$ cat config.mk
export PLATFORM = sky130hd
export DESIGN_NAME = scanline_fill
export DESIGN_NICKNAME = d
export VERILOG_FILES = /design/src/rtl/sfill_pkg.sv /design/src/rtl/sfill_chain.sv /design/src/rtl/sfill_pick.sv /design/src/rtl/sfill_carry.sv /design/src/rtl/scanline_fill.sv
export SDC_FILE = /design/constraint.sdc
export NUM_CORES = 1
export LEC_CHECK = 0
export CORE_MARGIN = 2
export CORE_UTILIZATION = 30
export CTS_BUF_LIST = sky130_fd_sc_hd__clkbuf_16
export DETAILED_ROUTE_END_ITERATION = 8
export RECOVER_POWER = 50
export SYNTH_ARGS = -nofsm -noshare
export SYNTH_HDL_FRONTEND = slang
export SYNTH_HIERARCHICAL = 1
export SYNTH_SLANG_ARGS = --single-unit
$ cat constraint.sdc
create_clock -name clk -period 8.2 [get_ports clk]
set_input_delay 1.64 -clock clk [delete_from_list [all_inputs] [get_ports clk]]
set_output_delay 1.64 -clock clk [all_outputs]
set_load 0.01 [all_outputs]
$ cat src/rtl/sfill_pkg.sv
package sfill_pkg;

  typedef enum logic [1:0] {
    FILL_PASS = 2'd0,
    FILL_INCL = 2'd1,
    FILL_EXCL = 2'd2
  } fill_mode_e;

  // inclusive rule outranks exclusive
  function automatic fill_mode_e decode_mode(input logic incl, input logic excl);
    if (incl)      return FILL_INCL;
    else if (excl) return FILL_EXCL;
    else           return FILL_PASS;
  endfunction

endpackage

$ cat src/rtl/sfill_chain.sv
module sfill_chain #(
  parameter int WORD_W = 16
) (
  input  logic [WORD_W-1:0] in_word,
  input  logic              carry_in,
  output logic [WORD_W-1:0] c_before,
  output logic [WORD_W-1:0] c_after,
  output logic              carry_out
);

  logic [WORD_W:0] link;

  assign link[0] = carry_in;

  for (genvar i = 0; i < WORD_W; i++) begin : g_stage
    assign link[i+1]   = link[i] ^ in_word[i];
    assign c_before[i] = link[i];
    assign c_after[i]  = link[i+1];
  end

  assign carry_out = link[WORD_W];

endmodule

$ cat src/rtl/sfill_pick.sv
module sfill_pick #(
  parameter int WORD_W = 16
) (
  input  sfill_pkg::fill_mode_e mode,
  input  logic [WORD_W-1:0]     in_word,
  input  logic [WORD_W-1:0]     c_before,
  input  logic [WORD_W-1:0]     c_after,
  output logic [WORD_W-1:0]     filled
);
  import sfill_pkg::*;

  always_comb begin
    unique case (mode)
      FILL_INCL: filled = in_word | c_before;
      FILL_EXCL: filled = c_after;
      default:   filled = in_word;
    endcase
  end

endmodule

$ cat src/rtl/sfill_carry.sv
module sfill_carry (
  input  logic clk,
  input  logic rst,
  input  logic in_valid,
  input  logic row_first,
  input  logic carry_seed,
  input  logic chain_out,
  output logic carry_in
);

  logic carry_q;

  assign carry_in = row_first ? carry_seed : carry_q;

  always_ff @(posedge clk) begin
    if (rst)           carry_q <= 1'b0;
    else if (in_valid) carry_q <= chain_out;
  end


  idle_hold_chk: assert property (@(posedge clk) disable iff (rst)
    !in_valid |=> $stable(carry_q));


  reset_clear_chk: assert property (@(posedge clk)
    rst |=> !carry_q);

endmodule

$ cat src/rtl/scanline_fill.sv
module scanline_fill #(
  parameter int WORD_W = 16
) (
  input  logic              clk,
  input  logic              rst,
  input  logic              in_valid,
  input  logic [WORD_W-1:0] in_word,
  input  logic              row_first,
  input  logic              row_last,
  input  logic              incl_en,
  input  logic              excl_en,
  input  logic              carry_seed,
  output logic              out_valid,
  output logic [WORD_W-1:0] out_word,
  output logic              out_row_last
);
  import sfill_pkg::*;

  localparam logic [WORD_W-1:0] ALL_ONES = {WORD_W{1'b1}};

  fill_mode_e        mode;
  logic              carry_in;
  logic              carry_out;
  logic [WORD_W-1:0] c_before;
  logic [WORD_W-1:0] c_after;
  logic [WORD_W-1:0] filled;

  assign mode = decode_mode(incl_en, excl_en);

  sfill_carry u_carry (
    .clk        (clk),
    .rst        (rst),
    .in_valid   (in_valid),
    .row_first  (row_first),
    .carry_seed (carry_seed),
    .chain_out  (carry_out),
    .carry_in   (carry_in)
  );

  sfill_chain #(.WORD_W(WORD_W)) u_chain (
    .in_word   (in_word),
    .carry_in  (carry_in),
    .c_before  (c_before),
    .c_after   (c_after),
    .carry_out (carry_out)
  );

  sfill_pick #(.WORD_W(WORD_W)) u_pick (
    .mode     (mode),
    .in_word  (in_word),
    .c_before (c_before),
    .c_after  (c_after),
    .filled   (filled)
  );

  always_ff @(posedge clk) begin
    if (rst) begin
      out_valid    <= 1'b0;
      out_word     <= '0;
      out_row_last <= 1'b0;
    end else begin
      out_valid <= in_valid;
      if (in_valid) begin
        out_word     <= filled;
        out_row_last <= row_last;
      end
    end
  end


  reset_idle_chk: assert property (@(posedge clk)
    rst |=> (!out_valid && out_word == '0));


  word_latency_chk: assert property (@(posedge clk) disable iff (rst)
    in_valid |=> (out_valid && out_row_last == $past(row_last)));


  no_word_chk: assert property (@(posedge clk) disable iff (rst)
    !in_valid |=> !out_valid);


  pass_through_chk: assert property (@(posedge clk) disable iff (rst)
    (in_valid && !incl_en && !excl_en) |=> out_word == $past(in_word));


  incl_keeps_edges_chk: assert property (@(posedge clk) disable iff (rst)
    (in_valid && incl_en) |=> (out_word & $past(in_word)) == $past(in_word));


  excl_flat_chk: assert property (@(posedge clk) disable iff (rst)
    (in_valid && excl_en && !incl_en && in_word == '0)
      |=> (out_word == '0 || out_word == ALL_ONES));


  seed_load_chk: assert property (@(posedge clk) disable iff (rst)
    (in_valid && row_first && incl_en && in_word == '0)
      |=> out_word == (($past(carry_seed)) ? ALL_ONES : '0));

endmodule

[After elaboration in Yosys (flattened, before gate mapping)]
Cells that the tools add are included.
Storage, ports and cells
  output and inout bits: 18
  bits in registers: 19
Cells by class
  mux-type cells: 4
  bitwise operators: 17
  equality and inequality tests: 2
Operator list (number)
  $pmux 16 s2: 1
  $or 16x16->16: 1
  $xor 1x1->1: 16
  $mux 2: 2
  $eq 2x1->1 const B: 1
  $eq 2x2->1 const B: 1
  $mux 1: 1

[Depth between registers and ports, before layout]
Gate-level depths: netlist of run 1.
  depth after elaboration: 18
  mapped depth: 11
  gate-level depth less buffers: 10

[Cells and area by module]
Netlist of run 1, hierarchy kept.
Modules (own cells, without submodules)
  scanline_fill: area an instance 648.1 um2, cells each 58, seq. area each 360.3 um2, instances 1
  sfill_chain: area an instance 491.7 um2, cells each 50, seq. area each 0.0 um2, instances 1
  sfill_pick: area an instance 437.9 um2, cells each 75, seq. area each 0.0 um2, instances 1
  sfill_carry: area an instance 48.8 um2, cells each 4, seq. area each 20.0 um2, instances 1

[Least setup slack after synthesis of run 1]
OpenSTA, ideal clock, no wires.
  path kind: input-to-reg
  start: input port row_first
  end: register out_word[11]
  data arrival time: 3805 ps
  setup slack: 4278 ps
  data required time: 8083 ps
  stages: 11
  library setup time: 117 ps
  buffers on the path: 1
  cells stage by stage: mux2_4 xnor2_2 xor3_2 xnor2_2 inv_4 xnor3_1 buf_4 o22ai_1 a21oi_1 mux2i_1 nor2_1
On the way
  word-level cells in the longest chain between the ends: 14
  elaborated cells between the ends (all ways): 15
  classes of those cells: mux: 2; bitwise: 13
RTL lines
  start, declared: RTL line scanline_fill.sv:8  | input logic row_first,
  $mux 1 *: RTL line sfill_carry.sv:13  | assign carry_in = row_first ? carry_seed : carry_q;
  $xor 1x1->1 * (4 in a row): RTL line sfill_chain.sv:16  | assign link[i+1] = link[i] ^ in_word[i];
  net c_after[3]: RTL line scanline_fill.sv:25  | logic [WORD_W-1:0] c_after;
  $xor 1x1->1 *: RTL line sfill_chain.sv:16
  net c_after[4]: RTL line scanline_fill.sv:25
  $xor 1x1->1 * (6 in a row): RTL line sfill_chain.sv:16
  net c_after[10]: RTL line scanline_fill.sv:25
  $xor 1x1->1 / $or 16x16->16 (equally long branches): RTL line sfill_chain.sv:16, sfill_pick.sv:14
  $pmux 16 s2 *: RTL line sfill_pick.sv:13  | unique case (mode)
  net filled[11]: RTL line scanline_fill.sv:26  | logic [WORD_W-1:0] filled;
  end signal, assigned: RTL line scanline_fill.sv:64  | out_word <= filled;
  end, declared: RTL line scanline_fill.sv:14  | output logic [WORD_W-1:0] out_word,
Mark *: on every way through the listed nets, which the timed path passes. The rest lies on a longest branch.
A chain may end at the register's enable or synchronous reset.

[Worst setup path after layout of run 1]
  start: input port row_first
  end: register out_word[11]
On the way
  word-level cells in the longest chain between the ends: 14
  elaborated cells between the ends (all ways): 15
  classes of those cells: mux: 2; bitwise: 13
RTL lines
  $mux 1 *: RTL line sfill_carry.sv:13
  net carry_in: RTL line scanline_fill.sv:22  | logic carry_in;
  $xor 1x1->1 * (4 in a row): RTL line sfill_chain.sv:16
  net c_after[3]: RTL line scanline_fill.sv:25
  $xor 1x1->1 *: RTL line sfill_chain.sv:16
  net c_after[4]: RTL line scanline_fill.sv:25
  $xor 1x1->1 * (6 in a row): RTL line sfill_chain.sv:16
  net c_after[10]: RTL line scanline_fill.sv:25
  $xor 1x1->1 / $or 16x16->16 (equally long branches): RTL line sfill_chain.sv:16, sfill_pick.sv:14
  $pmux 16 s2 *: RTL line sfill_pick.sv:13
  net filled[11]: RTL line scanline_fill.sv:26
Marked as above.

==> results_dict.tcl, run 1 <==
set metrics [dict create \
    cap_violations 0 \
    slew_violations 0 \
    period_needed_ns 4.247 \
    clk_latency_ns 0.25 \
    yosys_warnings 6 \
    vias 1220 \
    hold_slack_ns 0.4891 \
    synth_top_area_share_pct 23.38 \
    crit_family "XOR/XNOR gates" \
    cts_max_level 1 \
    setup.worst_path.end_class "flip-flop" \
    synth.distinct_cells 24 \
    crit_top_cell "xnor2_2" \
    synth.avg_cell_area_um2 8.698 \
    rsz0062_at_grt "no" \
    finClkSkew_ns 0.003157 \
    status "completed" \
    worst_pin_slew_ns 1.089 \
    holdCritPathClass "flip-flop to flip-flop" \
    finalSetupViolCount 0 \
    cp_cell_sequence "clkdlybuf4s50_1, mux2_4, xnor2_2, xor3_2, xnor2_2, inv_4, xnor3_1, o22ai_1, a21oi_1, mux2i_1, nor2_1" \
    cp_slowest_cell "clkdlybuf4s50_1" \
    ir_drop_mv 0.08531 \
    drcViolationCount 0 \
    synth_nets 213 \
    vias_per_cell 4.453 \
    cts_hold_buf 0 \
    place.gp.congestion 0.7818 \
    io_buffers 41 \
    initialDrtViolationCount 48 \
    synth.most_common_cell "buf_4" \
    cts_tree "yes" \
    max_freq_ghz 0.2355 \
    grt_max_degree 33 \
    dr.pass1.iters 4 \
    final.period_utilization_pct 51.79 \
    ys_seq_area_share_pct 23.38 \
    synth_area_leader_cell "dfxtp_1" \
    setup_tns_ns 0 \
    die_area_um2 6027 \
    leakage_nw 0.8342 \
    power.share.clock_pct 22.0 \
    postCtsSetupBuffers 0 \
    final_antenna_net_count 0 \
    cts-root-buf "clkbuf_16" \
    placementRows 26 \
    criticalPathCategory "primary input to flip-flop" \
    synth-seq-cells 19 \
    power_frac_comb_pct 52.8 \
    critPathMaxStageDelay_ns 0.48 \
    switching_power_mw 0.1525 \
    fillCellCount 546 \
    cp_num_cells 11 \
    numCtsBuffers 3 \
    start_util_pct 31.45 \
    critPathLaunchType "primary input" \
    insertedDiodeCount 0 \
    cp.arrival_ns 4.35 \
    drive_above_1_share_pct 5.392 \
    placed_cells 270 \
    dieWidth_um 77.64 \
    fin_cells 274 \
    netlist_top_cells_area "dfxtp_1 23%, mux2i_1 11%, xnor2_1 9.7%" \
    async_reset_ff_share_pct 0 \
    syn_inst 187 \
    p_int_mw 0.2934 \
    routedWlPerCell_um 12.35 \
    clock-sinks 19 \
    grt_pass1_vias 1194 \
    cp_data_required_time_ns 8.31 \
    track_usage_pct 11.72 \
    ctsResizeCount 0 \
    seqPwrFrac_pct 25.2 \
    grt.overflow.total 0 \
    hpwl_um 2630 \
    final_nets 231 \
    pwr_density_cell_nw_per_um2 225.3 \
    io_pins 42 \
    syn_to_final_growth_pct 21.69 \
    ys.flop_type "dfxtp_1" \
    routed_wl_um 3384 \
    synth_edf_count 0 \
    hold_viol 0 \
    path_clk_slew_ns 0.05 \
    cp_num_buf_inv 2 \
    relSlewSlack_pct 27.19 \
    reg2reg_depth 10 \
    core_um2 5172 \
    min_path_cells 2 \
    synthesis.area_um2 1627 \
    antenna_found_initial 0 \
    grt_first_pass_wirelength_um 5692 \
    die_h_um 77.64 \
    cp_max_fo 6 \
    synth_common_cells "20 x buf_4, 19 x dfxtp_1" \
    switching_share_pct 34.19 \
    cts_buffer_depth 2 \
]
## worst min-delay path, cell delays in order, from the launching register on
cell	delay, ns
dfxtp_1	0.32
mux2i_1	0.06
nor2_1	0.08
## routing by layer
layer | global-route usage [%] | vias up | share of wire (%)
met5 | 0 | - | 0
met4 | 4.821 | 0 | 1.2
met3 | 1.744 | 4 | 3.3
met2 | 18.71 | 20 | 47
met1 | 15.75 | 557 | 49
li1 | - | 639 | -
## flip-flops by register name (all words and copies together) (netlist names)
register	cells
out_valid	1
out_word	16
out_row_last	1
u_carry/carry_q	1
## power by group through the flow
stage / clock network, mW / registers, mW / logic, mW
detailed placement: 0 / 0.115 / 0.240
global placement: 0 / 0.115 / 0.240
finish: 0.0982 / 0.112 / 0.235
global route: 0.105 / 0.114 / 0.263
CTS: 0.0999 / 0.113 / 0.241
floorplan: 0 / 0.119 / 0.249
## logic make-up (layout without fill, tap and decap cells)
| logic type | count (synthesis) | in the layout | synth area share [%] |
|---|---|---|---|
| simple gates | 52 | 52 | 14.77 |
| buf+inv | 33 | 50 | 15.08 |
| compound gates | 32 | 32 | 11.69 |
| xor+xnor | 30 | 30 | 21.54 |
| mux | 19 | 19 | 12.00 |
| flops | 19 | 19 | 23.38 |
| fa+ha+maj | 2 | 2 | 1.538 |
## metrics by stage
stage	cell area, um^2	utilization [%]	setup WS, ns	power, mW
2_1_floorplan	1627	-	4.278	0.3678
3_3_place_gp	1901	36.74	3.750	0.3540
3_5_place_dp	1901	36.74	3.708	0.3546
4_1_cts	1979	38.27	3.960	0.4546
5_1_grt	1979	38.27	3.729	0.4818
6_report	1979	38.27	3.953	0.4459
## placed cells by master, fill, tap and decap left out, types with 2 or more instances in the layout
cell             Yosys  routed
clkdlybuf4s50_1      0      23
dfxtp_1             19      19
nor2b_1             18      18
mux2i_1             18      18
nor2_1              18      18
dlygate4sd3_1        0      18
xnor2_1             18      18
nand2_1             16      16
o22ai_1             15      15
a21oi_1             15      15
inv_1                4       5
xor2_1               5       5
clkbuf_16            0       3
xnor3_1              3       3
xnor2_2              2       2
ha_1                 2       2
## area by class of cell
class | instances | area [um^2] | area share [%]
Clock buffer | 3 | 75.07 | 3.793
Clock inverter | 1 | 3.754 | 0.1896
Inverter | 5 | 21.27 | 1.075
Sequential cell | 19 | 380.4 | 19.22
Timing Repair Buffer | 41 | 410.4 | 20.73
Tap cell | 70 | 87.58 | 4.425
Multi-Input combinational cell | 135 | 1001 | 50.57
## path summary, 6_finish.rpt
check                        from           end  slack [ns]
setup reg to reg  u_carry/carry_q  out_word[11]        5.55
setup / recovery        row_first  out_word[11]        3.95
hold / removal       out_row_last  out_row_last        0.49
hold reg to reg      out_row_last  out_row_last        0.49
Power figures use the tool's default switching activity.
==> run 2, diff against run 1 <==
Clock period 8.2 ns to 3.5 ns, I/O delays scaled along.
==> results_dict.tcl, run 2 (synthesis results as in run 1) <==
set metrics [dict create \
    clock-sinks 19 \
    final_nets 235 \
    switching_power_mw 0.3612 \
    hold_viol 0 \
    cap_violations 0 \
    cp_num_buf_inv 1 \
    cts_buffer_depth 2 \
    final_common_cell "clkdlybuf4s50_1" \
    rsz0062_at_grt "no" \
    grt.overflow.total 0 \
    io_buffers 41 \
    cts-root-buf "clkbuf_16" \
    worst_pin_slew_ns 1.084 \
    cp_slowest_cell "clkdlybuf4s50_1" \
    grt_first_pass_wirelength_um 5589 \
    criticalPathCategory "primary input to flip-flop" \
    critPathLaunchType "primary input" \
    die_h_um 77.64 \
    cp_max_fo 5 \
    ir_drop_mv 0.1696 \
    place.gp.congestion 0.7760 \
    final_cell_mix "23 x clkdlybuf4s50_1, 19 x dfxtp_1" \
    largest_reg_flops 16 \
    vias 1225 \
    core_um2 5172 \
    initialDrtViolationCount 85 \
    period_needed_ns 3.169 \
    status "completed" \
    fin_ws_ns 0.3308 \
    slew_violations 0 \
    finalSetupViolCount 0 \
    finClkSkew_ns 0.003494 \
    routedWlPerCell_um 12.32 \
    switching_share_pct 33.81 \
    track_usage_pct 11.55 \
    vias_per_cell 4.406 \
    die_area_um2 6027 \
    grt_max_degree 33 \
    dr.pass1.iters 4 \
    insertedDiodeCount 0 \
    final_antenna_net_count 0 \
    power.share.clock_pct 21.1 \
    power_frac_comb_pct 54.2 \
    syn_to_final_growth_pct 23.54 \
    start_util_pct 31.45 \
    hpwl_um 2638 \
    cts_hold_buf 0 \
    setup_tns_ns 0 \
    drive_above_1_share_pct 7.212 \
    ctsResizeCount 0 \
    numCtsBuffers 3 \
    p_int_mw 0.7071 \
    cts_tree "yes" \
    setup.worst_path.end_class "flip-flop" \
    cp.arrival_ns 3.34 \
    relSlewSlack_pct 27.53 \
    crit_family "XOR/XNOR gates" \
    max_freq_ghz 0.3155 \
    placementRows 26 \
    holdCritPathClass "flip-flop to flip-flop" \
    grt_pass1_vias 1229 \
    place_ws_ns 0.09033 \
    cp_data_required_time_ns 3.67 \
    pwr_density_cell_nw_per_um2 531.6 \
    clk_latency_ns 0.25 \
    cts_max_level 1 \
    cp_cell_sequence "clkdlybuf4s50_1, mux2_4, xnor2_2, xor3_2, xnor3_2, xnor2_1, o22ai_1, a21oi_1, mux2i_1, nor2_1" \
    drcViolationCount 0 \
    leakage_nw 0.8534 \
    routed_wl_um 3426 \
    path_clk_slew_ns 0.05 \
    dieWidth_um 77.64 \
    io_pins 42 \
    critPathMaxStageDelay_ns 0.48 \
    top_register "out_word" \
    final.period_utilization_pct 90.55 \
    antenna_found_initial 0 \
    postCtsSetupBuffers 0 \
    seqPwrFrac_pct 24.7 \
]
[run 2: cell count changes in the layout (fill, tap and decap cells not counted)]
| cell | delta |
|---|---|
| buf_4 | +4 |
[run 2: path summary, 6_finish.rpt]
check	start	slack [ns]	end	cells past startpoint
setup / recovery	row_first	0.33	out_word[15]	10
hold / removal	out_row_last	0.49	out_row_last	2
setup reg to reg	u_carry/carry_q	0.98	out_word[15]	9
hold reg to reg	out_row_last	0.49	out_row_last	2
[run 2: layer usage]
metal | GRT usage (%) | vias up | part of all wire [%]
met1 | 15.04 | 554 | 48
li1 | - | 650 | -
met3 | 1.628 | 2 | 2.7
met5 | 0 | - | 0
met4 | 4.286 | 0 | 0.61
met2 | 19.31 | 19 | 48
[run 2: cell type report]
type,instances,area [um^2]
clock buffers,3,75.07
clock inverters,1,3.754
fillers,529,3163
inverters,5,21.27
multi-input cells,135,1001
flip-flops and latches,19,380.4
well taps,70,87.58
repair buffers,45,440.4
[run 2: worst min-delay path, stage by stage (launching register included)]
cell,delay [ns]
dfxtp_1,0.32
mux2i_1,0.06
nor2_1,0.08
[run 2: metrics by stage]
step,utilization [%],cells,cell area (um^2),total power [mW],hold WS [ns]
final,38.85,278,2009,1.068,0.4887
after global routing,38.85,278,2009,1.147,0.5205
after CTS,38.85,278,2009,1.091,0.5002
after floorplan,-,187,1627,0.8617,0.4605
after global placement,37.32,274,1931,0.8562,0.4755
after detailed placement,37.32,274,1931,0.8563,0.4872
[run 2: power by group through the flow]
| stage | Clock (mW) | Sequential, mW | Combinational, mW |
|---|---|---|---|
| final | 0.226 | 0.263 | 0.579 |
| after global routing | 0.244 | 0.268 | 0.635 |
| after CTS | 0.234 | 0.265 | 0.592 |
| after detailed placement | 0 | 0.269 | 0.587 |
| after global placement | 0 | 0.268 | 0.588 |
| after floorplan | 0 | 0.279 | 0.583 |
==> run 3, diff against run 2 <==
Clock period 3.5 ns to 3.9 ns, I/O delays scaled along.
==> results_dict.tcl, run 3 (synthesis results as in run 1) <==
set metrics [dict create \
    critPathLaunchType "primary input" \
    grt_max_degree 33 \
    cts_tree "yes" \
    ir_drop_mv 0.1763 \
    final_antenna_net_count 0 \
    place.gp.congestion 0.7818 \
    die_area_um2 6027 \
    vias 1238 \
    place_ws_ns 0.2589 \
    criticalPathCategory "primary input to flip-flop" \
    final_common_cell "clkdlybuf4s50_1" \
    route.top_layer_used "met4" \
    hpwl_um 2659 \
    leakage_nw 0.8342 \
    place_area_um2 1901 \
    drt-met1-wl_um 1653 \
    hold_viol 0 \
    cts-root-buf "clkbuf_16" \
    met2_length_um 1581 \
    cts_hold_buf 0 \
    start_util_pct 31.45 \
    relSlewSlack_pct 27.76 \
    ctsResizeCount 0 \
    switching_power_mw 0.3206 \
    syn_to_final_growth_pct 21.69 \
    grt.overflow.total 0 \
    fin_cells 274 \
    initialDrtViolationCount 102 \
    dieWidth_um 77.64 \
    drive_above_1_share_pct 5.392 \
    slew_violations 0 \
    pwr_density_cell_nw_per_um2 473.7 \
    vias_per_cell 4.518 \
    cts_max_level 1 \
    clock-sinks 19 \
    p_int_mw 0.6170 \
    antenna_found_initial 0 \
    final.period_utilization_pct 86.40 \
    routed_wl_um 3427 \
    io_pins 42 \
    dr.pass1.iters 4 \
    cts_buffer_depth 2 \
    final_cell_mix "23 x clkdlybuf4s50_1, 19 x dfxtp_1" \
    period_needed_ns 3.370 \
    met3WireLength_um 128 \
    path_clk_slew_ns 0.05 \
    setup_tns_ns 0 \
    status "completed" \
    largest_reg_flops 16 \
    final_nets 231 \
    design_area_um2 1979 \
    insertedDiodeCount 0 \
    final_util_pct 38.27 \
    cp_data_required_time_ns 4.02 \
    finalSetupViolCount 0 \
    cp_max_fo 6 \
    cp_num_buf_inv 2 \
    core_um2 5172 \
    crit_family "XOR/XNOR gates" \
    grt_first_pass_wirelength_um 5740 \
    postCtsSetupBuffers 0 \
    power.share.clock_pct 22.0 \
    clk_latency_ns 0.25 \
    placementRows 26 \
    regToRegStartpoint "u_carry/carry_q" \
    switching_share_pct 34.19 \
    r2r_slack_ns 1.26 \
    finClkSkew_ns 0.001209 \
    fillCellCount 525 \
    hold_start "out_word[2]" \
    drcViolationCount 0 \
    placed_cells 270 \
    holdCritPathClass "flip-flop to flip-flop" \
    rsz0062_at_grt "no" \
    max_freq_ghz 0.2968 \
    cp.arrival_ns 3.49 \
    io_buffers 41 \
    cap_violations 0 \
    cp_slowest_cell "clkdlybuf4s50_1" \
    seqPwrFrac_pct 25.2 \
    routedWlPerCell_um 12.51 \
    worst_pin_slew_ns 1.080 \
    track_usage_pct 12.14 \
    fin_ws_ns 0.5305 \
    critPathMaxStageDelay_ns 0.47 \
    power_frac_comb_pct 52.7 \
    cp_cell_sequence "clkdlybuf4s50_1, mux2_4, xnor2_2, xor3_2, xnor2_2, inv_4, xnor3_1, o22ai_1, a21oi_1, mux2i_1, nor2_1" \
    crit_path_start "row_first" \
    numCtsBuffers 3 \
    crit_top_cell "xnor2_2" \
    grt_pass1_vias 1188 \
    die_h_um 77.64 \
    top_register "out_word" \
    setup.worst_path.end_class "flip-flop" \
]
run 3: cell types whose count changed in the layout (fill, tap and decap cells not counted), sizes merged:
cell	previous run	this run
buf	4	0
run 3: cell type report:
cell class	count	area (um^2)	area share [%]
inverters	5	21.27	1.075
flip-flops and latches	19	380.4	19.22
clock buffers	3	75.07	3.793
repair buffers	41	410.4	20.73
well taps	70	87.58	4.425
clock inverters	1	3.754	0.1896
multi-input cells	135	1001	50.57
run 3: worst min-delay path, delay by kind of cell, from the launching register on:
kind             cells  cell delay, ns
flip-flops           1            0.32
multiplexers         1            0.06
AND/OR/NAND/NOR      1            0.08
run 3: per-stage QoR:
step | hold slack (ns) | power (mW)
CTS | 0.5054 | 0.9572
detailed placement | 0.4928 | 0.7463
floorplan | 0.4605 | 0.7733
finish | 0.4906 | 0.9376
global placement | 0.4734 | 0.7446
global route | 0.5395 | 1.007
run 3: final timing paths:
kind                                endpoint  cells past startpoint
worst max-delay path            out_word[11]                     11
worst min-delay path             out_word[2]                      2
worst min register to register   out_word[2]                      2
worst max register to register  out_word[11]                     10
run 3: power by group through the flow:
stage | sequential, mW | combinational [mW] | clock (mW)
finish | 0.237 | 0.494 | 0.207
global route | 0.241 | 0.549 | 0.217
CTS | 0.238 | 0.507 | 0.211
detailed placement | 0.242 | 0.504 | 0
global placement | 0.241 | 0.504 | 0
floorplan | 0.250 | 0.523 | 0
run 3: layer usage:
| layer | GRT usage, % | vias to the layer above |
|---|---|---|
| li1 | - | 638 |
| met1 | 16.75 | 579 |
| met2 | 18.28 | 16 |
| met3 | 1.977 | 5 |
| met4 | 5.893 | 0 |
| met5 | 0 | - |
